## config.mk

```make
export PLATFORM = sky130hd
export DESIGN_NAME = cmd_seq
export DESIGN_NICKNAME = d
export VERILOG_FILES = /design/src/rtl/cmd_seq_pkg.sv /design/src/rtl/cmd_seq_ctrl.sv /design/src/rtl/cmd_seq_datapath.sv /design/src/rtl/cmd_seq.sv
export SDC_FILE = /design/constraint.sdc
export NUM_CORES = 1
export LEC_CHECK = 0
export BUFFER_PORTS_ARGS = -buffer_cell sky130_fd_sc_hd__buf_2
export CELL_PAD_IN_SITES_DETAIL_PLACEMENT = 1
export CELL_PAD_IN_SITES_GLOBAL_PLACEMENT = 2
export CORE_MARGIN = 2
export CORE_UTILIZATION = 24
export DETAILED_ROUTE_END_ITERATION = 10
export PLACE_DENSITY_LB_ADDON = 0.3
export SYNTH_ARGS = -nofsm -noshare
export SYNTH_HDL_FRONTEND = slang
export SYNTH_HIERARCHICAL = 1
export SYNTH_SLANG_ARGS = --single-unit
```

## constraint.sdc

```tcl
create_clock -name clk -period 3.18 [get_ports clk]
set_input_delay 0.477 -clock clk [delete_from_list [all_inputs] [get_ports clk]]
set_output_delay 0.477 -clock clk [all_outputs]
set_load 0.02 [all_outputs]
```

## src/rtl/cmd_seq_pkg.sv

```systemverilog
`timescale 1ns/1ps
package cmd_seq_pkg;
  localparam int CMD_BYTES = 16;

  typedef enum logic [1:0] {
    MODE_NEVER  = 2'b00,
    MODE_IFSET  = 2'b01,
    MODE_IFCLR  = 2'b10,
    MODE_ALWAYS = 2'b11
  } condMode_e;

  typedef struct packed {
    logic load;     // take startAddr, go active
    logic advance;  // step to next command
    logic jump;     // take branch target
    logic halt;     // stop: drop active
  } seqStrobe_t;

  function automatic logic modeHit(input logic [1:0] mode, input logic cond);
    case (condMode_e'(mode))
      MODE_NEVER:  modeHit = 1'b0;
      MODE_IFSET:  modeHit = cond;
      MODE_IFCLR:  modeHit = !cond;
      default:     modeHit = 1'b1;
    endcase
  endfunction
endpackage

```

## src/rtl/cmd_seq_ctrl.sv

```systemverilog
`timescale 1ns/1ps
module cmd_seq_ctrl
  import cmd_seq_pkg::*;
#(
  parameter int STAT_W  = 16,
  parameter int OP_W    = 4,
  parameter int STOP_OP = 7
) (
  input  logic              start,
  input  logic              active,
  input  logic              cmdValid,
  input  logic [OP_W-1:0]   cmdOp,
  input  logic [1:0]        waitMode,
  input  logic [1:0]        branchMode,
  input  logic [STAT_W-1:0] statusBits,
  input  logic [STAT_W-1:0] selMask,
  input  logic [STAT_W-1:0] selValue,
  output seqStrobe_t        strobe,
  output logic              stall,
  output logic              retire
);
  localparam logic [OP_W-1:0] STOP_CODE = OP_W'(STOP_OP);

  logic [STAT_W-1:0] bitOk;
  logic condBit;
  logic live;
  logic isStop;
  logic waitReq;
  logic takeBranch;

  // per-bit select match: unselected bits always agree
  for (genvar i = 0; i < STAT_W; i++) begin : g_match
    assign bitOk[i] = !selMask[i] || (statusBits[i] == selValue[i]);
  end

  assign condBit    = &bitOk;
  assign live       = active && cmdValid && !start;
  assign isStop     = (cmdOp == STOP_CODE);
  assign waitReq    = modeHit(waitMode, condBit);
  assign takeBranch = modeHit(branchMode, condBit);

  always_comb begin
    strobe         = '0;
    strobe.load    = start;
    stall          = 1'b0;
    retire         = 1'b0;
    if (live) begin
      if (isStop) begin
        strobe.halt = 1'b1;
      end else if (waitReq) begin
        stall = 1'b1;
      end else begin
        retire         = 1'b1;
        strobe.jump    = takeBranch;
        strobe.advance = !takeBranch;
      end
    end
  end
endmodule

```

## src/rtl/cmd_seq_datapath.sv

```systemverilog
`timescale 1ns/1ps
module cmd_seq_datapath
  import cmd_seq_pkg::*;
#(
  parameter int ADDR_W = 32
) (
  input  logic              clk,
  input  logic              rstN,
  input  seqStrobe_t        strobe,
  input  logic [ADDR_W-1:0] startAddr,
  input  logic [ADDR_W-1:0] branchAddr,
  output logic [ADDR_W-1:0] cmdPtr,
  output logic              chanActive
);
  localparam logic [ADDR_W-1:0] STEP = ADDR_W'(CMD_BYTES);

  always_ff @(posedge clk or negedge rstN) begin
    if (!rstN) begin
      cmdPtr     <= '0;
      chanActive <= 1'b0;
    end else begin
      if (strobe.load) begin
        cmdPtr     <= startAddr;
        chanActive <= 1'b1;
      end else begin
        if (strobe.jump)    cmdPtr <= branchAddr;
        if (strobe.advance) cmdPtr <= cmdPtr + STEP;
        if (strobe.halt)    chanActive <= 1'b0;
      end
    end
  end
endmodule

```

## src/rtl/cmd_seq.sv

```systemverilog
`timescale 1ns/1ps
module cmd_seq
  import cmd_seq_pkg::*;
#(
  parameter int ADDR_W  = 32,
  parameter int STAT_W  = 16,
  parameter int OP_W    = 4,
  parameter int STOP_OP = 7
) (
  input  logic              clk,
  input  logic              rstN,
  input  logic              start,
  input  logic [ADDR_W-1:0] startAddr,
  input  logic              cmdValid,
  input  logic [OP_W-1:0]   cmdOp,
  input  logic [1:0]        waitMode,
  input  logic [1:0]        branchMode,
  input  logic [STAT_W-1:0] statusBits,
  input  logic [STAT_W-1:0] selMask,
  input  logic [STAT_W-1:0] selValue,
  input  logic [ADDR_W-1:0] branchAddr,
  output logic [ADDR_W-1:0] cmdPtr,
  output logic              chanActive,
  output logic              stall,
  output logic              retire
);
  seqStrobe_t strobe;

  cmd_seq_ctrl #(.STAT_W(STAT_W), .OP_W(OP_W), .STOP_OP(STOP_OP)) u_ctrl (
    .start(start), .active(chanActive), .cmdValid(cmdValid), .cmdOp(cmdOp),
    .waitMode(waitMode), .branchMode(branchMode), .statusBits(statusBits),
    .selMask(selMask), .selValue(selValue), .strobe(strobe),
    .stall(stall), .retire(retire)
  );

  cmd_seq_datapath #(.ADDR_W(ADDR_W)) u_dp (
    .clk(clk), .rstN(rstN), .strobe(strobe), .startAddr(startAddr),
    .branchAddr(branchAddr), .cmdPtr(cmdPtr), .chanActive(chanActive)
  );
endmodule

```

==> run summary, run 1 <==
RSZ-0062 raised after global routing - false
P per Cell Area - 374 mW/mm2
Post-cts hold buffer count - 0
Synth area leaders - dfrtp_1, nor2b_1, o31ai_1, nand2_1, xor2_1
CTS buffer count - 5
Largest family of logic cells by synthesized area - compound AO/OA/AOI/OAI gates
Post-route ant nets - 0
Worst-skew pair later-pin latency - 280 ps
Simple-gate share of the synthesized area - 27.1%
Worst clock skew - 4.82 ps
Status - completed
Startpoint Class - flip-flop
Max Root-Sink Buffers - 2
GR Overflow Total - 0
Area of the multi-input gates - 0.00192 mm2
Fin crit share - 84.4%
Clk sinks - 33
GP Congestion - 0.849
CTS root buf - clkbuf_16
Final min period - 2680 ps
Die Wd - 114 um
1st-iter DRT viols - 144
Syn Area/Cell - 8.09 um2
Finished layout cell area - 0.00401 mm2
Rows - 40
Post_cts resized - 0
DR WL met2 - 5580 um
Place WS - 192 ps
Top cells by count, synth - nand2_1, dfrtp_1, nor2b_1
CP arrival - 2870 ps
DR vias/cell - 5.21
Met1 Wirelength - 4710 um
Synth Area in Adders - 0.432%
Hpwl dp - 8550 um
Tot GR Track Use - 17.3%
Via count - 3411
Worst-path fanout max - 9
CP Buf/Inv Count - 1
Top routing layer used - met4
Syn Inst Count - 358
Initial Utilization - 24.3%
Sequential share of the synthesized area - 28.5%
Slew headroom - 42.4%
F_max - 373 MHz
Area of the die - 0.0130 mm2
Cell variety after synth - 57
Total wire length - 11100 um
Largest net degree at the start of global routing - 76
CP Data Required Time - 3360 ps
Pins Over Slew Limit - 0
Worst Slack Setup Final - 497 ps
CTS tree - yes
Delay-heaviest family, CP - simple AND/OR/NAND/NOR gates
Worst slew pin tran - 864 ps
Synth-to-layout area growth - 38.6%
Core ar. - 0.0119 mm2
Class of the worst hold path - primary input to asynchronous set/reset pin
Synth area leader - dfrtp_1
XOR/XNOR share of the synthesized area - 4.84%
Vias in the first global route - 3615
Critical path endpoint category - flip-flop
Slowest stage delay, CP - 690 ps
DR WL met3 - 585 um
Synth Flop Type - dfrtp_1
Crit path kind - flip-flop to flip-flop
Multiplexer area fraction after synthesis - 2.90%
Ports - 159
Design Power - 1500 uW
LEAKAGE - 0.00187 uW
CP max-delay cell - nor2b_1
First-pass GRT wire length - 18000 um
Post-CTS setup buffers - 0
Post-synthesis compound-gate area fraction - 31.0%
Post-synth EDFFs - 0
Maxcap violations - 0
Max VDD drop - 0.163 mV
Placed inst area - 0.00387 mm2
DRC viols - 0
Yosys reg bits - 33
Initial antenna violation count - 1
Post-synth top area share - 28.5%
DR pass1 iterations - 4
Final Hold Viols - 0
Chip height - 114 um
Share of layout cells above drive strength 1 - 38.7%
Reg area - 826 um2
Ys async rst share - 100%
Most common cell in the netlist - nand2_1
TNS Setup - 0 ps
Synthesized net count - 483
DR WL/cell - 16.9 um
Clock Pin Slew Worst Setup and Hold Paths - 60 ps
Htree depth - 2
Cell Area, Synth - 0.00290 mm2
Warnings from Yosys - 6
Nets - 632
Port bufs - 158
Finish-stage setup viols - 0
Worst path cell trace - nand2_1 > or3b_2 > nor3_1 > mux2_2 > nor2b_1 > buf_4 > o22ai_1 > a211oi_1
Fill cells - 1482
==> per-layer routing <==
metal	vias to the layer above	track usage, %
met4	0	4.47
li1	1667	-
met3	16	3.45
met1	1638	20.9
met2	90	31.2
met5	-	0
==> worst reg2reg max path: stages, from the launching register on <==
cell,delay (ps)
dfrtp_1,370
nand2_1,80
or3b_2,500
nor3_1,150
mux2_2,220
nor2b_1,690
buf_4,280
o22ai_1,70
a211oi_1,230
==> layout by cell type, fill, tap and decap left out, drive strengths merged, types with 3 or more instances in the layout <==
master,synthesis,layout
nor3,9,9
o21a,3,3
nor2b,27,27
o31ai,21,21
nand2,39,39
o31a,5,5
dfrtp,33,33
o221a,8,8
a221oi,3,3
and4,5,5
o22ai,5,5
a21oi,19,19
and3,5,5
and2,5,5
xor2,16,16
nand4,9,9
nor2,18,18
clkbuf,17,7
a31oi,6,6
a311o,6,6
inv,10,10
nand3,10,10
mux2,3,3
nor4,3,3
o21ai,13,13
a211oi,5,5
a311oi,3,3
mux2i,5,5
o311ai,5,5
buf,10,169
a22oi,8,8
==> cell type report <==
cell class,count,share of cell area [%]
timing repair buffer,169,22.4
tap,147,4.58
inverter,10,0.935
antenna,1,0.0624
sequential,33,20.6
clock buffer,7,3.55
multi-input combinational,288,47.9
==> path summary, 6_finish.rpt <==
check                                startpoint              end  slack [ps]  cells past startpoint
max in group asynchronous                  rstN  u_dp/cmdPtr[25]        2330                      1
worst min-delay path                       rstN  u_dp/cmdPtr[16]         310                      1
worst max-delay path            u_dp/chanActive  u_dp/cmdPtr[29]         500                      8
min in group clk                   startAddr[1]   u_dp/cmdPtr[1]         410                      3
worst max register to register  u_dp/chanActive  u_dp/cmdPtr[29]         500                      8
worst min register to register  u_dp/chanActive  u_dp/chanActive         510                      1
==> kinds of logic after synthesis <==
kind of cell    count (synthesis)
buf+inv                        37
simple gates                  142
fa+ha+maj                       1
mux                             8
flops                          33
xor+xnor                       16
compound gates                121
==> state kept, by name, summed over array words and instances, names as in the netlist <==
name	cells
u_dp/cmdPtr	32
u_dp/chanActive	1
==> where the power goes <==
part	switching, uW	leakage, uW	internal (uW)	total, uW
Sequential	83.4	0.000408	472	555
Clock	184	0.0000700	308	491
Combinational	251	0.00139	205	456
Total	518	0.00187	984	1500
==> stage by stage <==
stage | hold WS, ps | cells | utilization [%]
3_3_place_gp | 493 | 647 | 32.5
2_1_floorplan | 181 | 358 | -
4_1_cts | 331 | 654 | 33.7
6_report | 312 | 655 | 33.7
5_1_grt | 369 | 655 | 33.7
3_5_place_dp | 509 | 647 | 32.5
(Power assumes the default switching activity.)
==> run 2: changes to the inputs <==
clock period = 2.65 ns   (was 3.18 ns; I/O delays follow)
==> run 2 against run 1 <==
- sequential cell count did not move
- register-to-register slack got worse by 290 ps
- non-clock buffer count up 12
- power up 24%
- first-iteration DRC count fell by 17%
- critical endpoint is now u_dp/cmdPtr[30]
- largest power group unchanged
- highest routed layer unchanged
==> run summary, run 2 (synthesis results as in run 1) <==
Vias in the first global route - 3711
CP max-delay cell - o311ai_0
Worst hold margin - 216 ps
Worst clock skew - 2.34 ps
Worst Slack Setup Final - 92.1 ps
TNS Setup - 0 ps
Critical path endpoint category - flip-flop
CP Buf/Inv Count - 4
Post-route ant nets - 0
CP most frequent cell - buf_4
Class of the worst hold path - primary input to asynchronous set/reset pin
DR WL/cell - 17.6 um
Post-cts hold buffer count - 0
LEAKAGE - 0.00195 uW
1st-iter DRT viols - 120
Total wire length - 11700 um
Nets - 644
Final min period - 2560 ps
CTS buffer count - 5
Switching share of power - 34.4%
Top flop regs - u_dp/cmdPtr (32), u_dp/chanActive (1)
DRC viols - 0
Commonest cells after routing, fill and taps aside - buf_2, nand2_1, dfrtp_1
R2r setup slk - 210 ps
CTS tree - yes
Worst path cell trace - buf_2 > xor2_1 > a22oi_1 > nand4_1 > nor2_2 > buf_4 > mux2i_4 > buf_4 > clkbuf_16 > nor2b_1 > o311ai_0 > a41oi_1 > a221oi_1
Ports - 159
CP Data Required Time - 2830 ps
Reg with most FFs - u_dp/cmdPtr
Clk sinks - 33
Initial antenna violation count - 1
Htree depth - 2
Hpwl dp - 8660 um
Tot GR Track Use - 17.4%
Placed cells - 655
Largest net degree at the start of global routing - 76
Startpoint Class - primary input
Slowest stage delay, CP - 440 ps
Reg area - 826 um2
Area of the multi-input gates - 0.00196 mm2
Largest register FFs - 32
CTS root buf - clkbuf_16
Fill cells - 1484
Synth-to-layout area growth - 44.6%
CP arrival - 2740 ps
Max Root-Sink Buffers - 2
DR pass1 iterations - 4
Int Pwr - 1220 uW
P per Cell Area - 445 mW/mm2
Reg power frac - 35.9%
Slew headroom - 44.2%
Rows - 40
F_max - 391 MHz
Max VDD drop - 0.242 mV
DR vias/cell - 5.32
Final Hold Viols - 0
Worst-path fanout max - 12
Core ar. - 0.0119 mm2
Die Wd - 114 um
Fin crit share - 96.5%
Worst-skew pair later-pin latency - 280 ps
Maxcap violations - 0
Clock power share - 33.6%
Via count - 3557
Chip height - 114 um
Worst slew pin tran - 829 ps
GR Overflow Total - 0
Initial Utilization - 24.3%
GP Congestion - 0.815
Most common cell after layout, fill and taps aside - buf_2
Place WS - -171 ps
Delay-heaviest family, CP - compound AO/OA/AOI/OAI gates
First-pass GRT wire length - 18200 um
Port bufs - 158
Non-Filler Instances - 668
Logic gate share of total power - 30.5%
Share of layout cells above drive strength 1 - 41.7%
Finish-stage setup viols - 0
Switching power - 641 uW
Crit path kind - primary input to flip-flop
Area of the die - 0.0130 mm2
Status - completed
Pins Over Slew Limit - 0
Clock Pin Slew Worst Setup and Hold Paths - 60 ps
run 2: power by group through the flow:
| stage | clock, uW | sequential [uW] | combinational (uW) |
|---|---|---|---|
| detailed placement | 0 | 676 | 561 |
| global placement | 0 | 672 | 548 |
| floorplan | 0 | 723 | 243 |
| CTS | 650 | 669 | 564 |
| finish | 627 | 669 | 569 |
| global route | 667 | 681 | 627 |
run 2: metal layers:
layer  share of wire [%]  GRT usage [%]  up-vias
li1                    -              -     1691
met1                  41           20.6     1753
met2                  52           32.3      103
met3                 5.4           3.29       10
met4                 1.4           4.63        0
met5                   0              0        -
run 2: through the flow:
| step | instance area (um2) | utilization (%) | power [uW] |
|---|---|---|---|
| global placement | 3930 | 33.0 | 1220 |
| finish | 4190 | 35.1 | 1870 |
| global route | 4190 | 35.1 | 1980 |
| CTS | 4090 | 34.3 | 1880 |
| floorplan | 2900 | - | 966 |
| detailed placement | 3930 | 33.0 | 1240 |
run 2: worst paths after layout:
| kind | startpoint | endpoint | cells after the start |
|---|---|---|---|
| max | selValue[12] | u_dp/cmdPtr[30] | 13 |
| min | rstN | u_dp/cmdPtr[17] | 1 |
| max reg2reg | u_dp/chanActive | u_dp/cmdPtr[30] | 11 |
| min reg2reg | u_dp/chanActive | u_dp/chanActive | 1 |
| max in group asynchronous | rstN | u_dp/cmdPtr[5] | 1 |
| min in group clk | startAddr[1] | u_dp/cmdPtr[1] | 3 |
run 2: timing repair:
| item | CTS | global route |
|---|---|---|
| endpoints found under the hold margin | 0 | 0 |
| setup buffers | 0 | 2 |
| gates resized for setup | 0 | 10 |
| endpoints found under the setup margin | 0 | 10 |
run 2: cell type report:
class                      instances  share of cell area (%)
antenna                            1                  0.0598
inverter                          10                   0.897
sequential                        33                    19.7
timing repair buffer             181                    24.4
multi-input combinational        288                    46.7
tap                              147                    4.39
clock buffer                       7                    3.65
clock inverter                     1                   0.120
==> run 3: changes to the inputs <==
ABC_AREA = 1   (was default)
CORE_UTILIZATION = 22   (was 24)
CTS_CLUSTER_DIAMETER = 100   (was default)
GPL_TIMING_DRIVEN = 1   (was default)
==> run 3 against run 2 <==
- hold slack worse by 1.3 ps
- largest power group unchanged
- routed wire length decreased by 3.2%
- register-to-register slack better by 300 ps
- critical path type unchanged
- global-route usage shrank 0.84 points
- via count increased by 1.3%
- sequential cell count is the same
- fmax grew 9.8%
- die area grew 6.7%
==> run summary, run 3 <==
Status - completed
Cell Area, Synth - 0.00284 mm2
1st-iter DRT viols - 119
Met1 Use GR - 19.5%
Sequential share of the synthesized area - 29.1%
Maxcap violations - 0
Final min period - 2330 ps
GP Congestion - 0.793
Share of layout cells above drive strength 1 - 33.1%
Grt met2 use - 30.2%
Initial Utilization - 22.5%
DRC viols - 0
CP max-delay cell - nor2_2
Post-synth EDFFs - 0
Switching power - 703 uW
Ports - 159
CTS root buf - clkbuf_16
Warnings from Yosys - 6
Worst hold margin - 215 ps
Post-synth top area share - 29.1%
Worst clock skew - 5.10 ps
Slowest stage delay, CP - 720 ps
Yosys reg bits - 33
Hpwl dp - 8950 um
Pins Over Slew Limit - 0
GR Overflow Total - 0
Cell variety after synth - 26
CTS tree - yes
Crit path kind - primary input to flip-flop
Syn Inst Count - 444
Worst-path fanout max - 20
Htree depth - 2
LEAKAGE - 0.00201 uW
CP most frequent cell - nor2_1
Startpoint Class - primary input
Synth Flop Type - dfrtp_1
CP Data Required Time - 2850 ps
Max Root-Sink Buffers - 2
First-pass GRT wire length - 19000 um
Met3 usage - 4.94%
CP arrival - 2530 ps
Commonest cells after routing, fill and taps aside - buf_2, nand2_1, nor2_1
Utilization after layout - 31.9%
Reg power frac - 35.6%
F_max - 429 MHz
Synth area leaders - dfrtp_1, nand2_1, nor2_1, a221oi_1, nand3_1
Clock power share - 30.7%
Core ar. - 0.0126 mm2
Worst path cell trace - buf_2 > nor2_1 > nor2_1 > nor2_1 > nand2_1 > nor2_4 > nand3_1 > nand3_2 > nor2_1 > nor2_2 > buf_12 > a221oi_1 > a21oi_1
Largest net degree at the start of global routing - 38
Finish-stage setup viols - 0
Int Pwr - 1160 uW
Ys async rst share - 100%
Top cells by count, synth - nand2_1, nor2_1, inv_1
Class of the worst hold path - primary input to asynchronous set/reset pin
CTS buffer count - 5
Port bufs - 158
Vias in the first global route - 3825
Chip height - 118 um
Via count - 3604
Fill cells - 1709
Post-cts hold buffer count - 0
Area of the die - 0.0138 mm2
Nets - 731
DR vias/cell - 4.63
Worst-skew pair later-pin latency - 280 ps
Rows - 41
Switching share of power - 37.7%
Post-route ant nets - 0
Die Wd - 118 um
Clk sinks - 33
GRT busiest layer - met2
Synthesized net count - 569
DR WL/cell - 14.6 um
Largest register FFs - 32
Fin crit share - 87.9%
Synth-to-layout area growth - 41.9%
Reg with most FFs - u_dp/cmdPtr
Final Hold Viols - 0
P per Cell Area - 463 mW/mm2
Total wire length - 11400 um
Initial antenna violation count - 1
Logic gate share of total power - 33.6%
Worst slew pin tran - 922 ps
Most common cell in the netlist - nand2_1
RSZ-0062 raised after global routing - false
Max VDD drop - 0.210 mV
Clock Pin Slew Worst Setup and Hold Paths - 60 ps
Tot GR Track Use - 16.6%
Most common cell after layout, fill and taps aside - buf_2
Slew headroom - 38.5%
Top flop regs - u_dp/cmdPtr (32), u_dp/chanActive (1)
N_diodes - 0
DR pass1 iterations - 4
Critical path endpoint category - flip-flop
Synth area leader - dfrtp_1
Syn Area/Cell - 6.39 um2
run 3: per-layer routing:
layer  vias up  part of all wire (%)
met5         -                     0
met4         0                  0.78
met3         5                   7.8
met2       108                    49
met1      1691                    42
li1       1800                     -
run 3: worst paths after layout:
check                                      from               to  slack (ps)  depth (start not counted)
worst max-delay path               selValue[11]  u_dp/cmdPtr[16]         320                         13
worst min-delay path                       rstN  u_dp/cmdPtr[28]         210                          1
worst max register to register  u_dp/chanActive  u_dp/cmdPtr[16]         510                         12
worst min register to register   u_dp/cmdPtr[3]   u_dp/cmdPtr[3]         530                          2
max in group asynchronous                  rstN   u_dp/cmdPtr[3]        1920                          1
min in group clk                  branchAddr[3]   u_dp/cmdPtr[3]         420                          3
run 3: logic make-up (layout without fill, tap and decap cells):
family / count (synthesis) / count (layout) / synth area share (%)
AO/OA/AOI/OAI: 83 / 83 / 19.8
XOR/XNOR: 1 / 1 / 0.309
adder cells (fa/ha/maj): 1 / 1 / 0.441
buffers and inverters: 59 / 221 / 8.51
flip-flops: 33 / 33 / 29.1
AND/OR/NAND/NOR: 267 / 268 / 41.8
run 3: worst max-delay path: cells and delay by family:
kind / cells / cell delay, ps
compound gates: 2 / 270
buf+inv: 2 / 340
simple gates: 9 / 1510
run 3: per-stage QoR:
stage          instance area [um2]  setup slack (ps)  instances  power [uW]  setup TNS, ps
2_1_floorplan                 2840               689        444        1010              0
3_3_place_gp                  3850              -126        768        1280          -2620
3_5_place_dp                  3850              -273        768        1300          -6160
4_1_cts                       3990              21.5        776        1890              0
5_1_grt                       4030              35.7        779        2010              0
6_report                      4030               321        779        1860              0
run 3: cell type report:
class	count	area, um2	share of cell area [%]
inverters	44	165	4.10
well taps	172	215	5.34
clock buffers	6	129	3.20
flip-flops and latches	33	826	20.5
repair buffers	169	898	22.3
multi-input cells	353	1780	44.3
clock inverters	2	10.0	0.249
run 3: repair_timing:
action	CTS	global route
endpoints found under the setup margin	0	25
gates resized for setup	0	1
setup buffers	0	2
run 3: power by group through the flow:
stage               clock network [uW]  registers, uW  logic, uW
finish                             573            664        627
global route                       619            681        707
CTS                                596            667        627
detailed placement                   0            675        625
global placement                     0            673        608
floorplan                            0            728        286
